### src/rtl/bank_sel_pkg.sv
package bank_sel_pkg;

  // Compare the low 'bits' bits of a port number with a target port.
  function automatic logic port_match(input logic [7:0] port,
                                      input logic [7:0] target,
                                      input int unsigned bits);
    logic ok;
    ok = 1'b1;
    for (int unsigned i = 0; i < 8; i++) begin
      if (i < bits && port[i] != target[i]) ok = 1'b0;
    end
    return ok;
  endfunction

  // Block choice for one access: 1 selects block 2, 0 selects block 1.
  function automatic logic pick_block(input logic [3:0] map,
                                      input logic [1:0] page);
    return map[page];
  endfunction

endpackage

### src/rtl/bsel_port_decode.sv
module bsel_port_decode #(
  parameter int unsigned PORT_NUM    = 3,
  parameter bit          FULL_DECODE = 1'b1,
  parameter int unsigned MATCH_BITS  = 2
) (
  input  logic       clk,
  input  logic       rst_n,
  input  logic       io_req,
  input  logic [7:0] io_port,
  output logic       port_hit,
  output logic       ext_sel
);
  import bank_sel_pkg::*;

  localparam logic [7:0] TARGET = PORT_NUM[7:0];

  generate
    if (FULL_DECODE) begin : g_full
      assign port_hit = port_match(io_port, TARGET, 8);
      assign ext_sel  = io_req & port_hit;
    end else begin : g_part
      assign port_hit = port_match(io_port, TARGET, MATCH_BITS);
      assign ext_sel  = 1'b0;

      AST_EXT_QUIET: assert property (@(posedge clk) disable iff (!rst_n)
        !ext_sel);
    end
  endgenerate

endmodule

### src/rtl/bsel_page_reg.sv
module bsel_page_reg #(
  parameter int unsigned NUM_PAGES = 4
) (
  input  logic                 clk,
  input  logic                 rst_n,
  input  logic                 wr_hit,
  input  logic [NUM_PAGES-1:0] wr_data,
  output logic [NUM_PAGES-1:0] map_q
);

  always_ff @(posedge clk or negedge rst_n) begin
    if (!rst_n)      map_q <= '0;
    else if (wr_hit) map_q <= wr_data;
  end

  AST_LOAD_TAKES: assert property (@(posedge clk) disable iff (!rst_n)
    ($past(rst_n) && $past(wr_hit)) |-> map_q == $past(wr_data));
  AST_HOLD_MAP: assert property (@(posedge clk) disable iff (!rst_n)
    ($past(rst_n) && !$past(wr_hit)) |-> $stable(map_q));

endmodule

### src/rtl/bsel_cs_steer.sv
module bsel_cs_steer #(
  parameter int unsigned NUM_PAGES = 4,
  parameter int unsigned PAGE_BITS = 2
) (
  input  logic                 clk,
  input  logic                 rst_n,
  input  logic                 access,
  input  logic [NUM_PAGES-1:0] map_q,
  input  logic [PAGE_BITS-1:0] page_idx,
  output logic                 cs1_n,
  output logic                 cs2_n
);

  logic to_blk2;
  assign to_blk2 = map_q[page_idx];
  assign cs1_n   = ~(access & ~to_blk2);
  assign cs2_n   = ~(access &  to_blk2);

  AST_CS_EXCL: assert property (@(posedge clk) disable iff (!rst_n)
    cs1_n | cs2_n);
  AST_IDLE_HIGH: assert property (@(posedge clk) disable iff (!rst_n)
    !access |-> (cs1_n && cs2_n));
  AST_ROUTE_B1: assert property (@(posedge clk) disable iff (!rst_n)
    !cs1_n |-> !map_q[page_idx]);
  AST_ROUTE_B2: assert property (@(posedge clk) disable iff (!rst_n)
    !cs2_n |-> map_q[page_idx]);

endmodule

### src/rtl/bank_page_sel.sv
module bank_page_sel #(
  parameter int unsigned ADDR_W      = 16,
  parameter int unsigned PAGE_BITS   = 2,
  parameter int unsigned PORT_NUM    = 3,
  parameter bit          FULL_DECODE = 1'b1,
  parameter int unsigned MATCH_BITS  = 2
) (
  input  logic              clk,
  input  logic              rst_n,
  input  logic              io_req,
  input  logic              io_wr,
  input  logic [7:0]        io_port,
  input  logic [7:0]        io_data,
  input  logic              mem_req,
  input  logic [ADDR_W-1:0] mem_addr,
  output logic              blk1_cs_n,
  output logic              blk2_cs_n,
  output logic              ext_io_sel
);

  localparam int unsigned NUM_PAGES = 1 << PAGE_BITS;

  logic                 port_hit;
  logic                 wr_hit;
  logic                 access;
  logic [NUM_PAGES-1:0] map_q;
  logic [PAGE_BITS-1:0] page_idx;

  assign wr_hit   = io_req & io_wr & port_hit;
  assign access   = mem_req & ~io_req;
  assign page_idx = mem_addr[ADDR_W-1 -: PAGE_BITS];

  bsel_port_decode #(
    .PORT_NUM(PORT_NUM), .FULL_DECODE(FULL_DECODE), .MATCH_BITS(MATCH_BITS)
  ) u_dec (
    .clk(clk), .rst_n(rst_n), .io_req(io_req), .io_port(io_port),
    .port_hit(port_hit), .ext_sel(ext_io_sel)
  );

  bsel_page_reg #(.NUM_PAGES(NUM_PAGES)) u_reg (
    .clk(clk), .rst_n(rst_n), .wr_hit(wr_hit),
    .wr_data(io_data[NUM_PAGES-1:0]), .map_q(map_q)
  );

  bsel_cs_steer #(.NUM_PAGES(NUM_PAGES), .PAGE_BITS(PAGE_BITS)) u_cs (
    .clk(clk), .rst_n(rst_n), .access(access), .map_q(map_q),
    .page_idx(page_idx), .cs1_n(blk1_cs_n), .cs2_n(blk2_cs_n)
  );

  AST_READ_NO_LOAD: assert property (@(posedge clk) disable iff (!rst_n)
    ($past(rst_n) && $past(io_req) && !$past(io_wr)) |-> $stable(map_q));
  AST_IO_BLOCKS_CS: assert property (@(posedge clk) disable iff (!rst_n)
    io_req |-> (blk1_cs_n && blk2_cs_n));

endmodule

### config.mk
export PLATFORM = sky130hd
export DESIGN_NAME = bank_page_sel
export DESIGN_NICKNAME = d
export VERILOG_FILES = /design/src/rtl/bank_sel_pkg.sv /design/src/rtl/bsel_port_decode.sv /design/src/rtl/bsel_page_reg.sv /design/src/rtl/bsel_cs_steer.sv /design/src/rtl/bank_page_sel.sv
export SDC_FILE = /design/constraint.sdc
export NUM_CORES = 1
export LEC_CHECK = 0
export BUFFER_PORTS_ARGS = -buffer_cell sky130_fd_sc_hd__clkbuf_2
export CAP_MARGIN = 20
export CORE_AREA = 2 2 39 41
export CTS_CLUSTER_SIZE = 12
export DETAILED_ROUTE_END_ITERATION = 10
export DIE_AREA = 0 0 41 43
export PLACE_DENSITY_LB_ADDON = 0.08
export SYNTH_ARGS = -nofsm -noshare
export SYNTH_HDL_FRONTEND = slang
export SYNTH_SLANG_ARGS = --single-unit
### constraint.sdc
create_clock -name clk -period 3 [get_ports clk]
set_clock_uncertainty 0.05 [all_clocks]
set_input_delay 0.6 -clock clk [delete_from_list [all_inputs] [get_ports clk]]
set_output_delay 0.6 -clock clk [all_outputs]
set_load 0.05 [all_outputs]
==> results.json, run 1 <==
{
  "status": "finished clean",
  "cts.reportedPaths.clkPinSlew_ps": 40,
  "hp-class": "input port to async pin",
  "io_buffers": 21,
  "period_share": 0.813,
  "wire_per_inst_um": 10.0,
  "syn_avg_cell_area_um2": 15.2,
  "initialDrtViolationCount": 0,
  "end_kind": "output port",
  "ctsRootBufferMaster": "clkbuf_4",
  "largest-register": "u_reg.map_q",
  "antenna_found_initial": 0,
  "dieArea_mm2": 0.00176,
  "insertion_delay_ps": 240,
  "drv_slew": 0,
  "htreeDepth": 1,
  "first_pass_iters": 1,
  "synth_warnings": 0,
  "overflow": 0,
  "preCtsSetupSlack_ps": 547,
  "hpwl_um": 495,
  "synth_fp_nets": 52,
  "post_cts_buffers": 0,
  "cp-start-kind": "input port",
  "core_area_mm2": 0.00138,
  "reg_top3": "u_reg.map_q: 4 flops",
  "antenna_left": 0,
  "finalWeightedCongestion": 0.637,
  "die_h_um": 43,
  "numCtsBuffers": 3,
  "place_area_um2": 353,
  "ir_drop_mv": 0.223,
  "start_util": 0.165,
  "grt_util_all_layers": 0.0851,
  "seq_area_frac_synth": 0.440,
  "synthCells": 15,
  "via_per_inst": 4.16,
  "nets": 78,
  "critical_path_required_ps": 2350,
  "layout_setup_ws_ps": 560,
  "largest_register_ffs": 4,
  "area_delta_synth_final_pct": 64.8,
  "setup_tns_ps": 0,
  "hold_viol": 0,
  "drive_above_1_share": 0.692,
  "max_freq_mhz": 410,
  "die_w_um": 41,
  "power-per-cell-area_mw_per_mm2": 389,
  "synth_area_um2": 228,
  "cp.arrival_ps": 1790,
  "setup_viol": 0,
  "drv_cap": 0,
  "criticalPathCategory": "input port to output port",
  "via_count": 229,
  "clkSinkCount": 4,
  "max_slew_margin": 0.815,
  "p_leak_nw": 0.223,
  "grt_first_pass_wirelength_um": 952,
  "rsz0062_at_grt": "false",
  "grt_start_max_net_pins": 5,
  "rows": 14,
  "synth_seq_cells": 4,
  "fill_cells": 154,
  "holdBufCountCts": 0,
  "drc_errors": 0,
  "ys_types": 9,
  "num_antenna_cells": 0,
  "wirelength_um": 550,
  "tightest_slew_ps": 275,
  "final_area_um2": 375,
  "io_pins": 40,
  "cts_tree": "done",
  "clock_path_buffers": 2,
  "cp_max_fo": 2,
  "post_cts_resize_count": 0,
  "finalCriticalPeriod_ps": 2440,
  "grt_pass1_vias": 271
}
[routing by layer]
| metal | wire length (um) | vias to the layer above | global-route usage |
|---|---|---|---|
| met4 | 0 | 0 | 0.0400 |
| met3 | 79 | 0 | 0.0681 |
| li1 | - | 110 | - |
| met5 | 0 | - | 0 |
| met1 | 169 | 107 | 0.0695 |
| met2 | 302 | 12 | 0.138 |
[critical path, stage by stage]
cell	delay (ps)
clkbuf_2	90
mux4_2	500
or3b_1	360
clkbuf_2	240
[final timing paths]
kind / startpoint / to / slack [ps] / cells after the start
min in group clk: u_reg.map_q[3]$_DFFE_PN0P_ / u_reg.map_q[3]$_DFFE_PN0P_ / 440 / 1
min: rst_n / u_reg.map_q[0]$_DFFE_PN0P_ / 100 / 1
min reg2reg: u_reg.map_q[3]$_DFFE_PN0P_ / u_reg.map_q[3]$_DFFE_PN0P_ / 440 / 1
max reg2reg: u_reg.map_q[1]$_DFFE_PN0P_ / u_reg.map_q[1]$_DFFE_PN0P_ / 2170 / 1
max: mem_addr[14] / blk1_cs_n / 560 / 4
max in group asynchronous: rst_n / u_reg.map_q[2]$_DFFE_PN0P_ / 2660 / 1
[cells in the final DEF, fill, tap and decap left out]
cell type and n:
dfrtp_1 4, nand4_2 1, and4bb_1 1, nor4_2 1, clkbuf_2 21, mux4_2 1
mux2_1 4, nand3b_1 1, and3_1 1, clkbuf_4 3, or3b_1 1
[logic make-up after synthesis]
group         Yosys count  share of synthesized area
flops                   4                      0.440
mux                     5                      0.297
simple gates            6                      0.264
[Yosys cell counts]
| library cell | instances | area (um^2) |
|---|---|---|
| dfrtp_1 | 4 | 100 |
| and3_1 | 1 | 6.26 |
| and4bb_1 | 1 | 12.5 |
| nand3b_1 | 1 | 7.51 |
| nand4_2 | 1 | 12.5 |
| nor4_2 | 1 | 12.5 |
| mux2_1 | 4 | 45.0 |
| mux4_2 | 1 | 22.5 |
| or3b_1 | 1 | 8.76 |
[stage by stage]
step	hold slack [ps]	utilization	instances	power [mW]
finish	103	0.271	55	0.146
global route	105	0.271	55	0.158
CTS	100	0.271	55	0.150
detailed placement	359	0.255	52	0.0793
global placement	359	0.255	52	0.0786
floorplan	254	-	15	0.0648
[area by class of cell]
cell class / instances / area (um^2) / area share
flip-flops and latches: 4 / 100 / 0.267
repair buffers: 21 / 105 / 0.280
multi-input cells: 11 / 128 / 0.340
clock buffers: 3 / 22.5 / 0.0600
well taps: 16 / 20.0 / 0.0533
[power breakdown]
| group | internal [mW] | switching, mW | total, mW |
|---|---|---|---|
| registers | 0.0557 | 0.000651 | 0.0563 |
| logic | 0.0122 | 0.00949 | 0.0217 |
| clock network | 0.0448 | 0.0233 | 0.0681 |
(Power assumes the default switching activity.)
==> run 2, diff against run 1 <==
Clock period 3 ns to 2.23 ns, I/O delays scaled along.
==> run 2 against run 1 <==
Net effect:
- critical path depth is 1 lower
- highest routed layer unchanged
- sequential share of layout area decreased by 0.86 points
- register-to-register slack lost 770 ps
- via count rose by 1.7%
- sequential cell count unchanged
- critical path type is now register to output port
- total power up 36%
- sequential power is 35% higher
- non-clock buffer count rose by 1
- combinational power up 44%
- clock-buffer cell count is the same
- wire length grew 0.55%
- clock power up 35%
==> results.json, run 2 (synthesized netlist as in run 1, its figures left out) <==
{
  "status": "finished clean",
  "critical_path_required_ps": 1730,
  "tightest_slew_ps": 275,
  "worstHoldStart": "io_data[0]",
  "cts.reportedPaths.clkPinSlew_ps": 40,
  "via_per_inst": 4.16,
  "grt_pass1_vias": 273,
  "path_buf_inv": 1,
  "ir_drop_mv": 0.300,
  "largest_register_ffs": 4,
  "drv_cap": 0,
  "hpwl_um": 495,
  "finalWeightedCongestion": 0.637,
  "hp-class": "input port to register",
  "post_cts_buffers": 0,
  "finalCriticalPeriod_ps": 2130,
  "crit_family": "multiplexers",
  "p_leak_nw": 0.228,
  "max_freq_mhz": 469,
  "nets": 79,
  "num_antenna_cells": 0,
  "regToRegSetupSlack_ps": 1400,
  "ctsRootBufferMaster": "clkbuf_4",
  "timing.rr.end": "u_reg.map_q[1]$_DFFE_PN0P_",
  "cp.arrival_ps": 1640,
  "initialDrtViolationCount": 0,
  "cp-start-kind": "register",
  "grt_start_max_net_pins": 5,
  "worst_r2r_startpoint": "u_reg.map_q[1]$_DFFE_PN0P_",
  "clkSinkCount": 4,
  "grt_first_pass_wirelength_um": 952,
  "wirelength_um": 553,
  "setup_viol": 0,
  "core_area_mm2": 0.00138,
  "start_util": 0.165,
  "whs_endpoint": "u_reg.map_q[0]$_DFFE_PN0P_",
  "numCtsBuffers": 3,
  "rows": 14,
  "first_pass_iters": 1,
  "area_delta_synth_final_pct": 70.3,
  "setup_tns_ps": 0,
  "reg_top3": "u_reg.map_q: 4 flops",
  "criticalPathCategory": "register to output port",
  "end_kind": "output port",
  "holdWs_ps": 367,
  "power-per-cell-area_mw_per_mm2": 512,
  "grt_util_all_layers": 0.0851,
  "final_cell_mix": "clkbuf_2, mux2_1, dfrtp_1",
  "insertion_delay_ps": 240,
  "wire_per_inst_um": 9.88,
  "rsz0062_at_grt": "false",
  "io_pins": 40,
  "fill_cells": 150,
  "period_share": 0.956,
  "max_slew_margin": 0.815,
  "clock_path_buffers": 2,
  "htreeDepth": 1,
  "dieArea_mm2": 0.00176,
  "cp_max_fo": 2,
  "drv_slew": 0,
  "antenna_left": 0,
  "slowest_stage": "mux4_2",
  "cts_tree": "done",
  "holdPathStages": 2,
  "drive_above_1_share": 0.675,
  "overflow": 0,
  "final_common_cell": "clkbuf_2",
  "via_count": 233,
  "path_cells": "mux4_2, or3b_1, buf_4",
  "fin_util": 0.280,
  "drc_errors": 0,
  "ff2ff_path_depth": 1,
  "die_w_um": 41,
  "io_buffers": 21,
  "antenna_found_initial": 0,
  "hold_viol": 0,
  "die_h_um": 43,
  "max_stage_delay_ps": 480,
  "largest-register": "u_reg.map_q"
}
==> run 2: changes by cell type in the layout (fill, tap and decap cells not counted) <==
cell | before | now
buf_4 | 0 | 1
clkbuf_2 | 21 | 20
dlygate4sd3_1 | 0 | 1
==> run 2: through the flow <==
step	cells	setup WS [ps]	power, mW	area, um^2
3_3_place_gp	52	103	0.106	353
5_1_grt	56	12.5	0.214	388
6_report	56	98.7	0.199	388
2_1_floorplan	15	229	0.0872	228
3_5_place_dp	52	85.4	0.107	353
4_1_cts	56	40.3	0.203	385
==> run 2: layout make-up <==
class / instances / area (um^2) / area share
Clock buffer: 3 / 22.5 / 0.0581
Multi-Input combinational cell: 11 / 128 / 0.329
Sequential cell: 4 / 100 / 0.258
Tap cell: 16 / 20.0 / 0.0516
Timing Repair Buffer: 22 / 118 / 0.303
==> run 2: timing repair <==
item / CTS / global route
resized for setup: 0 / 3
endpoints found under the setup margin: 0 / 1
endpoints found under the hold margin: 4 / 0
hold buffers: 1 / 0
==> run 2: power breakdown <==
group          switching (mW)  internal, mW
Combinational          0.0131        0.0182
Sequential           0.000875        0.0749
Clock                  0.0314        0.0603
==> run 2: worst max path at each step <==
stage,endpoint,cells after the start,startpoint
5_1_grt,blk1_cs_n,3,u_reg.map_q[3]$_DFFE_PN0P_
3_3_place_gp,blk1_cs_n,4,mem_addr[14]
3_5_place_dp,blk1_cs_n,4,mem_addr[14]
4_1_cts,blk1_cs_n,3,u_reg.map_q[3]$_DFFE_PN0P_
2_1_floorplan,blk1_cs_n,2,mem_addr[14]
6_report,blk1_cs_n,3,u_reg.map_q[3]$_DFFE_PN0P_
==> run 2: layer usage <==
layer / global-route usage / vias to the layer above / share of wire
li1: - / 112 / -
met1: 0.0695 / 109 / 0.31
met2: 0.138 / 12 / 0.54
met3: 0.0681 / 0 / 0.14
met4: 0.0400 / 0 / 0
met5: 0 / - / 0
